[src/rtl/slice_mul_pkg.sv]
package slice_mul_pkg;

   typedef enum logic [1:0] {
      PH_IDLE = 2'd0,
      PH_RUN  = 2'd1,
      PH_DONE = 2'd2
   } phase_e;

   // partial-product generator variants
   localparam int PP_ROWS   = 0;
   localparam int PP_NATIVE = 1;

   function automatic int steps_for(input int a_w, input int k);
      return (a_w + k - 1) / k;
   endfunction

endpackage

[src/rtl/slice_mul_ctrl.sv]
module slice_mul_ctrl
   import slice_mul_pkg::*;
#(
   parameter int STEPS = 4
) (
   input  logic clk,
   input  logic rst_n,
   input  logic start,
   output logic run,
   output logic fin
);

   localparam int CNT_W = $clog2(STEPS + 1);

   phase_e            ph_q;
   logic [CNT_W-1:0]  left_q;

   always_ff @(posedge clk or negedge rst_n) begin
      if (!rst_n) begin
         ph_q   <= PH_IDLE;
         left_q <= '0;
      end else if (start) begin
         ph_q   <= PH_RUN;
         left_q <= CNT_W'(STEPS);
      end else if (ph_q == PH_RUN) begin
         left_q <= left_q - 1'b1;
         if (left_q == CNT_W'(1)) begin
            ph_q <= PH_DONE;
         end
      end
   end

   assign run = (ph_q == PH_RUN);
   assign fin = (ph_q == PH_DONE);

endmodule

[src/rtl/slice_mul_opshift.sv]
module slice_mul_opshift #(
   parameter int A_W   = 14,
   parameter int B_W   = 12,
   parameter int K     = 4,
   parameter int A_PAD = 16,
   parameter int P_W   = 26
) (
   input  logic             clk,
   input  logic             rst_n,
   input  logic             load,
   input  logic             adv,
   input  logic [A_W-1:0]   a_in,
   input  logic [B_W-1:0]   b_in,
   output logic [K-1:0]     digit,
   output logic [P_W-1:0]   mcand
);

   logic [A_PAD-1:0] a_q;
   logic [P_W-1:0]   b_q;

   // A walks down by K, B walks up by K: the slice and its weight stay aligned
   always_ff @(posedge clk or negedge rst_n) begin
      if (!rst_n) begin
         a_q <= '0;
         b_q <= '0;
      end else if (load) begin
         a_q <= A_PAD'(a_in);
         b_q <= P_W'(b_in);
      end else if (adv) begin
         a_q <= a_q >> K;
         b_q <= b_q << K;
      end
   end

   assign digit = a_q[K-1:0];
   assign mcand = b_q;

endmodule

[src/rtl/slice_mul_pp.sv]
module slice_mul_pp
   import slice_mul_pkg::*;
#(
   parameter int P_W   = 26,
   parameter int K     = 4,
   parameter int STYLE = PP_ROWS
) (
   input  logic [P_W-1:0] mcand,
   input  logic [K-1:0]   digit,
   output logic [P_W-1:0] pp
);

   generate
      if (K == 1) begin : g_gate
         assign pp = digit[0] ? mcand : '0;
      end else if (STYLE == PP_NATIVE) begin : g_native
         assign pp = mcand * P_W'(digit);
      end else begin : g_rows
         logic [P_W-1:0] row [K];
         for (genvar r = 0; r < K; r++) begin : g_row
            assign row[r] = digit[r] ? (mcand << r) : '0;
         end
         always_comb begin
            pp = '0;
            for (int r = 0; r < K; r++) begin
               pp = pp + row[r];
            end
         end
      end
   endgenerate

endmodule

[src/rtl/slice_mul_seq.sv]
module slice_mul_seq
   import slice_mul_pkg::*;
#(
   parameter int A_W      = 14,
   parameter int B_W      = 12,
   parameter int K        = 4,
   parameter int PP_STYLE = PP_ROWS
) (
   input  logic                 clk,
   input  logic                 rst_n,
   input  logic                 start_i,
   input  logic [A_W-1:0]       a_i,
   input  logic [B_W-1:0]       b_i,
   output logic [A_W+B_W-1:0]   prod_o,
   output logic                 done_o
);

   localparam int STEPS = steps_for(A_W, K);
   localparam int A_PAD = STEPS * K;
   localparam int P_W   = A_W + B_W;

   generate
      if (A_W < 1 || B_W < 1) begin : g_bad_width
         $error("slice_mul_seq: operand widths must be at least 1");
      end
      if (K < 1 || K > A_W) begin : g_bad_k
         $error("slice_mul_seq: K must lie between 1 and A_W");
      end
      if (PP_STYLE != PP_ROWS && PP_STYLE != PP_NATIVE) begin : g_bad_style
         $error("slice_mul_seq: unknown partial-product style");
      end
   endgenerate

   logic             busy;
   logic             fin;
   logic [K-1:0]     digit;
   logic [P_W-1:0]   mcand;
   logic [P_W-1:0]   pp;
   logic [P_W-1:0]   prod_q;

   slice_mul_ctrl #(
      .STEPS (STEPS)
   ) u_ctrl (
      .clk   (clk),
      .rst_n (rst_n),
      .start (start_i),
      .run   (busy),
      .fin   (fin)
   );

   slice_mul_opshift #(
      .A_W   (A_W),
      .B_W   (B_W),
      .K     (K),
      .A_PAD (A_PAD),
      .P_W   (P_W)
   ) u_ops (
      .clk   (clk),
      .rst_n (rst_n),
      .load  (start_i),
      .adv   (busy),
      .a_in  (a_i),
      .b_in  (b_i),
      .digit (digit),
      .mcand (mcand)
   );

   slice_mul_pp #(
      .P_W   (P_W),
      .K     (K),
      .STYLE (PP_STYLE)
   ) u_pp (
      .mcand (mcand),
      .digit (digit),
      .pp    (pp)
   );

   always_ff @(posedge clk or negedge rst_n) begin
      if (!rst_n) begin
         prod_q <= '0;
      end else if (start_i) begin
         prod_q <= '0;
      end else if (busy) begin
         prod_q <= prod_q + pp;
      end
   end

   assign prod_o = prod_q;
   assign done_o = fin;

endmodule

[config.mk]
export PLATFORM = sky130hd
export DESIGN_NAME = slice_mul_seq
export DESIGN_NICKNAME = d
export VERILOG_FILES = /design/src/rtl/slice_mul_pkg.sv /design/src/rtl/slice_mul_ctrl.sv /design/src/rtl/slice_mul_opshift.sv /design/src/rtl/slice_mul_pp.sv /design/src/rtl/slice_mul_seq.sv
export SDC_FILE = /design/constraint.sdc
export NUM_CORES = 1
export LEC_CHECK = 0
export BUFFER_PORTS_ARGS = -buffer_cell sky130_fd_sc_hd__buf_2
export CORE_UTILIZATION = 62
export CTS_CLUSTER_SIZE = 16
export DETAILED_ROUTE_END_ITERATION = 10
export PLACE_DENSITY = 0.9
export RECOVER_POWER = 50
export SLEW_MARGIN = 25
export SYNTH_ARGS = -nofsm -noshare
export SYNTH_HDL_FRONTEND = slang
export SYNTH_SLANG_ARGS = --single-unit
[constraint.sdc]
create_clock -name clk -period 6.25 [get_ports clk]
set_input_delay 0.9375 -clock clk [delete_from_list [all_inputs] [get_ports clk]]
set_output_delay 0.9375 -clock clk [all_outputs]
set_load 0.1 [all_outputs]
== Word level (Yosys, flattened, before mapping) ==
Index checks and enable logic that the tools add are counted.

* Order comparisons: 0
* Bitwise operators: 0
* Muxes and demuxes: 15
* Equal/unequal tests: 3
* Shift-type cells: 0
* Reduce and logical (&&, ||, !) cells: 3
* Divide/modulo/power cells: 0
* $add $sub $neg: 5
* Multiply operators: 0

{| class="wikitable"
|+ Operators with widths
! operator !! number
|-
| 26-bit 2-to-1 mux || 8
|-
| 26-bit adder || 4
|-
| 16-bit 2-to-1 mux || 2
|-
| 2-bit 2-to-1 mux || 3
|-
| 3-bit 2-to-1 mux || 2
|-
| 2-bit nonzero test || 2
|-
| 3-bit by 1-bit == test with 1-bit output (second input constant) || 1
|-
| 3-bit by 1-bit subtractor with 3-bit output (second input constant) || 1
|-
| 2-bit by 1-bit == test with 1-bit output (second input constant) || 1
|-
| 2-bit == test (second input constant) || 1
|-
| 2-bit AND reduction || 1
|}

* Input bits: 29
* Word-level logic and storage cells: 31
* Memories: 0
* Latch bits: 0
* Memory bits (read-only): 0
* RAM bits: 0
* Register bits after elaboration: 73

== Logic depth before layout (Yosys ltp) ==
* Word-level depth: 7
* Mapped depth: 18

== By module ==
From an unflattened synthesis, not the netlist that was laid out.

* Cell total of the unflattened synthesis: 874
* Area total of the unflattened synthesis: 7449.6 um^2

{| class="wikitable"
|+ Modules (own cells, without submodules)
! module !! sequential area each (um^2) !! cells each !! area an instance (um^2) !! times used
|-
| slice_mul_pp || 0.0 || 407 || 2970.3 || 1
|-
| slice_mul_seq || 650.6 || 281 || 2413.6 || 1
|-
| slice_mul_opshift || 1001.0 || 162 || 1796.7 || 1
|-
| slice_mul_ctrl || 125.1 || 24 || 269.0 || 1
|}

== Worst setup path before layout ==
Ideal clock, no wire load.

* Path type: reg2reg
* Start point: reg prod_q[3], in the netlist prod_o[3]
* End point: reg prod_q[25], in the netlist prod_o[25]
* Arrival: 4.912 ns
* Library setup time: 0.129 ns
* Slack: 1.209 ns
* Cell stages (with the launch flop): 18
* Buffers on the path: 0
* Path through: dfrtp_1 -> inv_1 -> fa_1 -> inv_1 -> fa_1 -> inv_1 -> fa_1 -> inv_1 -> ha_1 -> fa_1 -> a211oi_1 -> o21ai_1 -> a211oi_2 -> o221ai_2 -> a41oi_2 -> nor2_1 -> a41oi_1 -> nand3_1

* Word-level cells in the longest chain between the ends: 3

{| class="wikitable"
|+ Ends and longest elaborated chain
! item !! line !! RTL
|-
| start, declared || slice_mul_seq.sv:39 || <nowiki>logic [P_W-1:0] prod_q;</nowiki>
|-
| start signal, assigned || slice_mul_seq.sv:84 || <nowiki>prod_q <= prod_q + pp;</nowiki>
|-
| 26-bit adder || slice_mul_seq.sv:84 ||
|-
| 26-bit 2-to-1 mux || slice_mul_seq.sv:83 || <nowiki>end else if (busy) begin</nowiki>
|-
| 26-bit 2-to-1 mux || slice_mul_seq.sv:81 || <nowiki>end else if (start_i) begin</nowiki>
|}

No other way between the ends. The select of a mux whose other input is x is not followed.
A chain may end at the register's enable or synchronous reset.

== Worst setup path in the final report ==
* Start point: reg u_ops.a_q[1]
* End point: reg prod_q[25], in the netlist prod_o[25]

* Word-level cells in the longest chain between the ends: 7

{| class="wikitable"
|+ Ends and longest elaborated chain
! item !! line !! RTL
|-
| start, declared || slice_mul_opshift.sv:18 || <nowiki>logic [A_PAD-1:0] a_q;</nowiki>
|-
| start signal, assigned || slice_mul_opshift.sv:27 || <nowiki>a_q <= A_PAD'(a_in);</nowiki>
|-
| start signal, assigned || slice_mul_opshift.sv:30 || <nowiki>a_q <= a_q >> K;</nowiki>
|-
| 26-bit 2-to-1 mux || slice_mul_pp.sv:21 || <nowiki>assign row[r] = digit[r] ? (mcand << r) : '0;</nowiki>
|-
| 26-bit adder (3 in series) || slice_mul_pp.sv:26 || <nowiki>pp = pp + row[r];</nowiki>
|-
| 26-bit adder || slice_mul_seq.sv:84 ||
|-
| 26-bit 2-to-1 mux || slice_mul_seq.sv:83 ||
|-
| 26-bit 2-to-1 mux || slice_mul_seq.sv:81 ||
|}

No other way between the ends. The select of a mux whose other input is x is not followed.

==> qor.yml <==
global_routing:
  grt_pass1_wl_mm: 25.1
  antenna_found_initial: 0
  grt_max_degree: 84
  grt_util_all_layers_pct: 28.8
  grt_pass1_vias: 5490
  grt-ovfl-total: 0
setup_path:
  worstPathCellList: "nand2_1 -> fa_1 -> fa_1 -> fa_1 -> inv_1 -> ha_1 -> fa_1 -> a211oi_1 -> o21ai_1 -> a211oi_2 -> o221ai_2 -> a41oi_2 -> nor2_1 -> a41oi_1 -> nand3_1"
  slowest_stage: "dfrtp_1"
  cp_data_arrival_time_ns: 5.43
  slowest_delay_ns: 0.86
  end_kind: "flip-flop"
  critPathMaxFanout: 26
  crit_path_frequent_cell: "fa_1"
  cp-start-kind: "flip-flop"
  cp.required_ns: 6.48
  path_class: "reg -> reg"
floorplanning:
  die_h_microns: 104
  start_util_pct: 63.5
  coreArea_sq_um: 10200
  pin_count: 56
  chipWidth_microns: 104
  dieArea_sq_um: 10900
  std_cell_rows: 37
placement:
  place.gp.congestion: 0.864
  dpl.hpwl_mm: 10.4
  place_area_sq_um: 6880
  port_buffers: 55
synthesis:
  seq_area_frac_synth_pct: 27.3
  synth_cells: 783
  synth.area.top_cells: "dfrtp_1 (27%), fa_1 (22%), nand2_1 (10%)"
  synth_top_cell_by_area: "dfrtp_1"
  ys.flop_type: "dfrtp_1"
  synth_edf_count: 0
  synth_top_area_share_pct: 27.3
  syn-cell-area_sq_um: 6500
  ys_warn_count: 0
  async_flop_share_pct: 100
  synth_cell_types: 51
  ys_ff_latch: 71
  syn-mean-instance-area_sq_um: 8.30
  synth_nets: 909
  ys_top_cells_by_count: "nand2_1 (174), inv_1 (161), dfrtp_1 (71), fa_1 (70), a21oi_1 (53)"
  yosys.cell_count.top_type: "nand2_1"
cts:
  cts_resized: 0
  post_cts_buffers: 0
  postCtsHoldBufs: 0
  cts_tree: "built"
  cts.sinks: 71
  htree_levels: 3
  clock_latency_ns: 0.35
  clock_path_buffers: 2
  cts_made_buffers: 9
  cts.clk_slew.worst_paths_ns: 0.08
  clk_root_buffer_cell: "clkbuf_8"
route:
  wire_per_inst_microns: 15.1
  drt.antenna.violating_nets: 0
  via_per_inst: 5.64
  drc: 0
  drtIter0Drc: 388
  vias: 5438
  postRouteWirelength_mm: 14.6
  first_pass_iters: 5
timing:
  rsz0062_at_grt: "false"
  worst_pin_slew_ns: 3.85
  post-route-period-util_pct: 83.2
  min_period_ns: 5.20
  max-slew-margin-rel_pct: -157
  setup_tns_ns: 0
  setup_viol: 0
  drv_slew: 197
  skew_ns: 0.00788
  clock.fmax_ghz: 0.192
  hold_viol: 0
power:
  p_total_mw: 3.35
  vdd_drop_max_v: 0.000265
  powerDensity_nw_per_um2: 471
  leakage_nw: 3.68
finish:
  nFillCells: 768
  drive_gt1_share_pct: 10.0
  nNetsFinal: 949
  regArea_sq_um: 1780
  area_delta_synth_final_pct: 9.26
  antenna_cells: 0
  multiInputGateArea_sq_um: 4010
  final_cell_area_sq_um: 7100
outcome:
  status: "finished with violations"
  violations: "max-capacitance violations, max-slew violations"
flow_run:
  maxCapViolations: 3
min_path:
  hold_path_class: "reg -> reg"
[routing by layer]
metal  GRT usage, %  vias up  part of all wire [%]
met5              0        -                     0
met4           8.16        0                   1.5
met3           3.57       25                   6.2
met2           49.8      221                    50
met1           38.0     2670                    42
li1               -     2522                     -
[critical path, delay by kind of cell, from the launching register on]
kind            cells  cell delay, ns
buf+inv             1            0.06
simple gates        3            0.32
flops               1            0.86
compound gates      6            1.72
fa+ha+maj           5            2.13
[cells in the final DEF, fill, tap and decap left out, types with 3 or more instances in the layout]
| cell | n |
|---|---|
| o21ai_0 | 36 |
| nor3_1 | 9 |
| clkbuf_8 | 11 |
| and2_1 | 28 |
| o31ai_1 | 5 |
| nor2_1 | 15 |
| nand3_1 | 7 |
| o21bai_1 | 3 |
| xor2_1 | 4 |
| fa_1 | 70 |
| inv_1 | 161 |
| nand4_1 | 3 |
| buf_2 | 53 |
| mux2i_1 | 20 |
| a211oi_1 | 5 |
| nand2_1 | 174 |
| a21o_1 | 3 |
| a31oi_1 | 4 |
| ha_1 | 27 |
| buf_4 | 4 |
| dfrtp_1 | 71 |
| a21oi_1 | 53 |
| xnor2_1 | 14 |
| clkbuf_1 | 4 |
[metrics by stage]
step	hold slack (ns)	util [%]	setup slack, ns	std cells
floorplan	0.480	-	1.21	783
global placement	0.492	67.2	1.39	948
detailed placement	0.502	67.2	1.24	948
CTS	0.521	69.5	1.16	964
global route	0.541	69.4	0.791	964
finish	0.526	69.4	1.05	964
[registers in the layout, indices dropped and copies added, names as in the netlist]
| name | flops |
|---|---|
| u_ops.mcand | 26 |
| u_ctrl.ph_q | 2 |
| u_ops.a_q | 14 |
| prod_o | 26 |
| u_ctrl.left_q | 3 |
[layout make-up]
class | count | area share (%)
clock buffers | 11 | 2.13
clock inverters | 5 | 1.13
inverters | 161 | 8.51
multi-input cells | 519 | 56.4
flip-flops and latches | 71 | 25.0
well taps | 136 | 2.40
repair buffers | 61 | 4.37
[final timing paths]
| kind | cells past startpoint | slack, ns | start | to |
|---|---|---|---|---|
| max in group asynchronous | 1 | 2.18 | rst_n | prod_o[22]$_DFFE_PN0P_ |
| min in group asynchronous | 1 | 1.91 | rst_n | u_ops.mcand[0]$_DFFE_PN0P_ |
| hold reg to reg | 2 | 0.53 | u_ctrl.left_q[1]$_DFFE_PN0P_ | u_ctrl.left_q[1]$_DFFE_PN0P_ |
| setup reg to reg | 15 | 1.05 | u_ops.a_q[1]$_DFFE_PN0P_ | prod_o[25]$_DFFE_PN0P_ |
| setup / recovery | 15 | 1.05 | u_ops.a_q[1]$_DFFE_PN0P_ | prod_o[25]$_DFFE_PN0P_ |
| hold / removal | 2 | 0.53 | u_ctrl.left_q[1]$_DFFE_PN0P_ | u_ctrl.left_q[1]$_DFFE_PN0P_ |
[where the power goes]
group	switching, mW	internal, mW
Combinational	1.50	0.702
Sequential	0.131	0.572
Clock	0.194	0.246
Total	1.83	1.52
[cell families (layout without fill, tap and decap cells)]
| group | count (synthesis) | count (layout) | synth area share [%] |
|---|---|---|---|
| compound gates | 134 | 134 | 12.6 |
| simple gates | 250 | 250 | 16.6 |
| buf+inv | 193 | 238 | 11.1 |
| mux | 20 | 20 | 3.08 |
| flops | 71 | 71 | 27.3 |
| xor+xnor | 18 | 18 | 2.43 |
| fa+ha+maj | 97 | 97 | 26.8 |
Power figures use the tool's default switching activity.
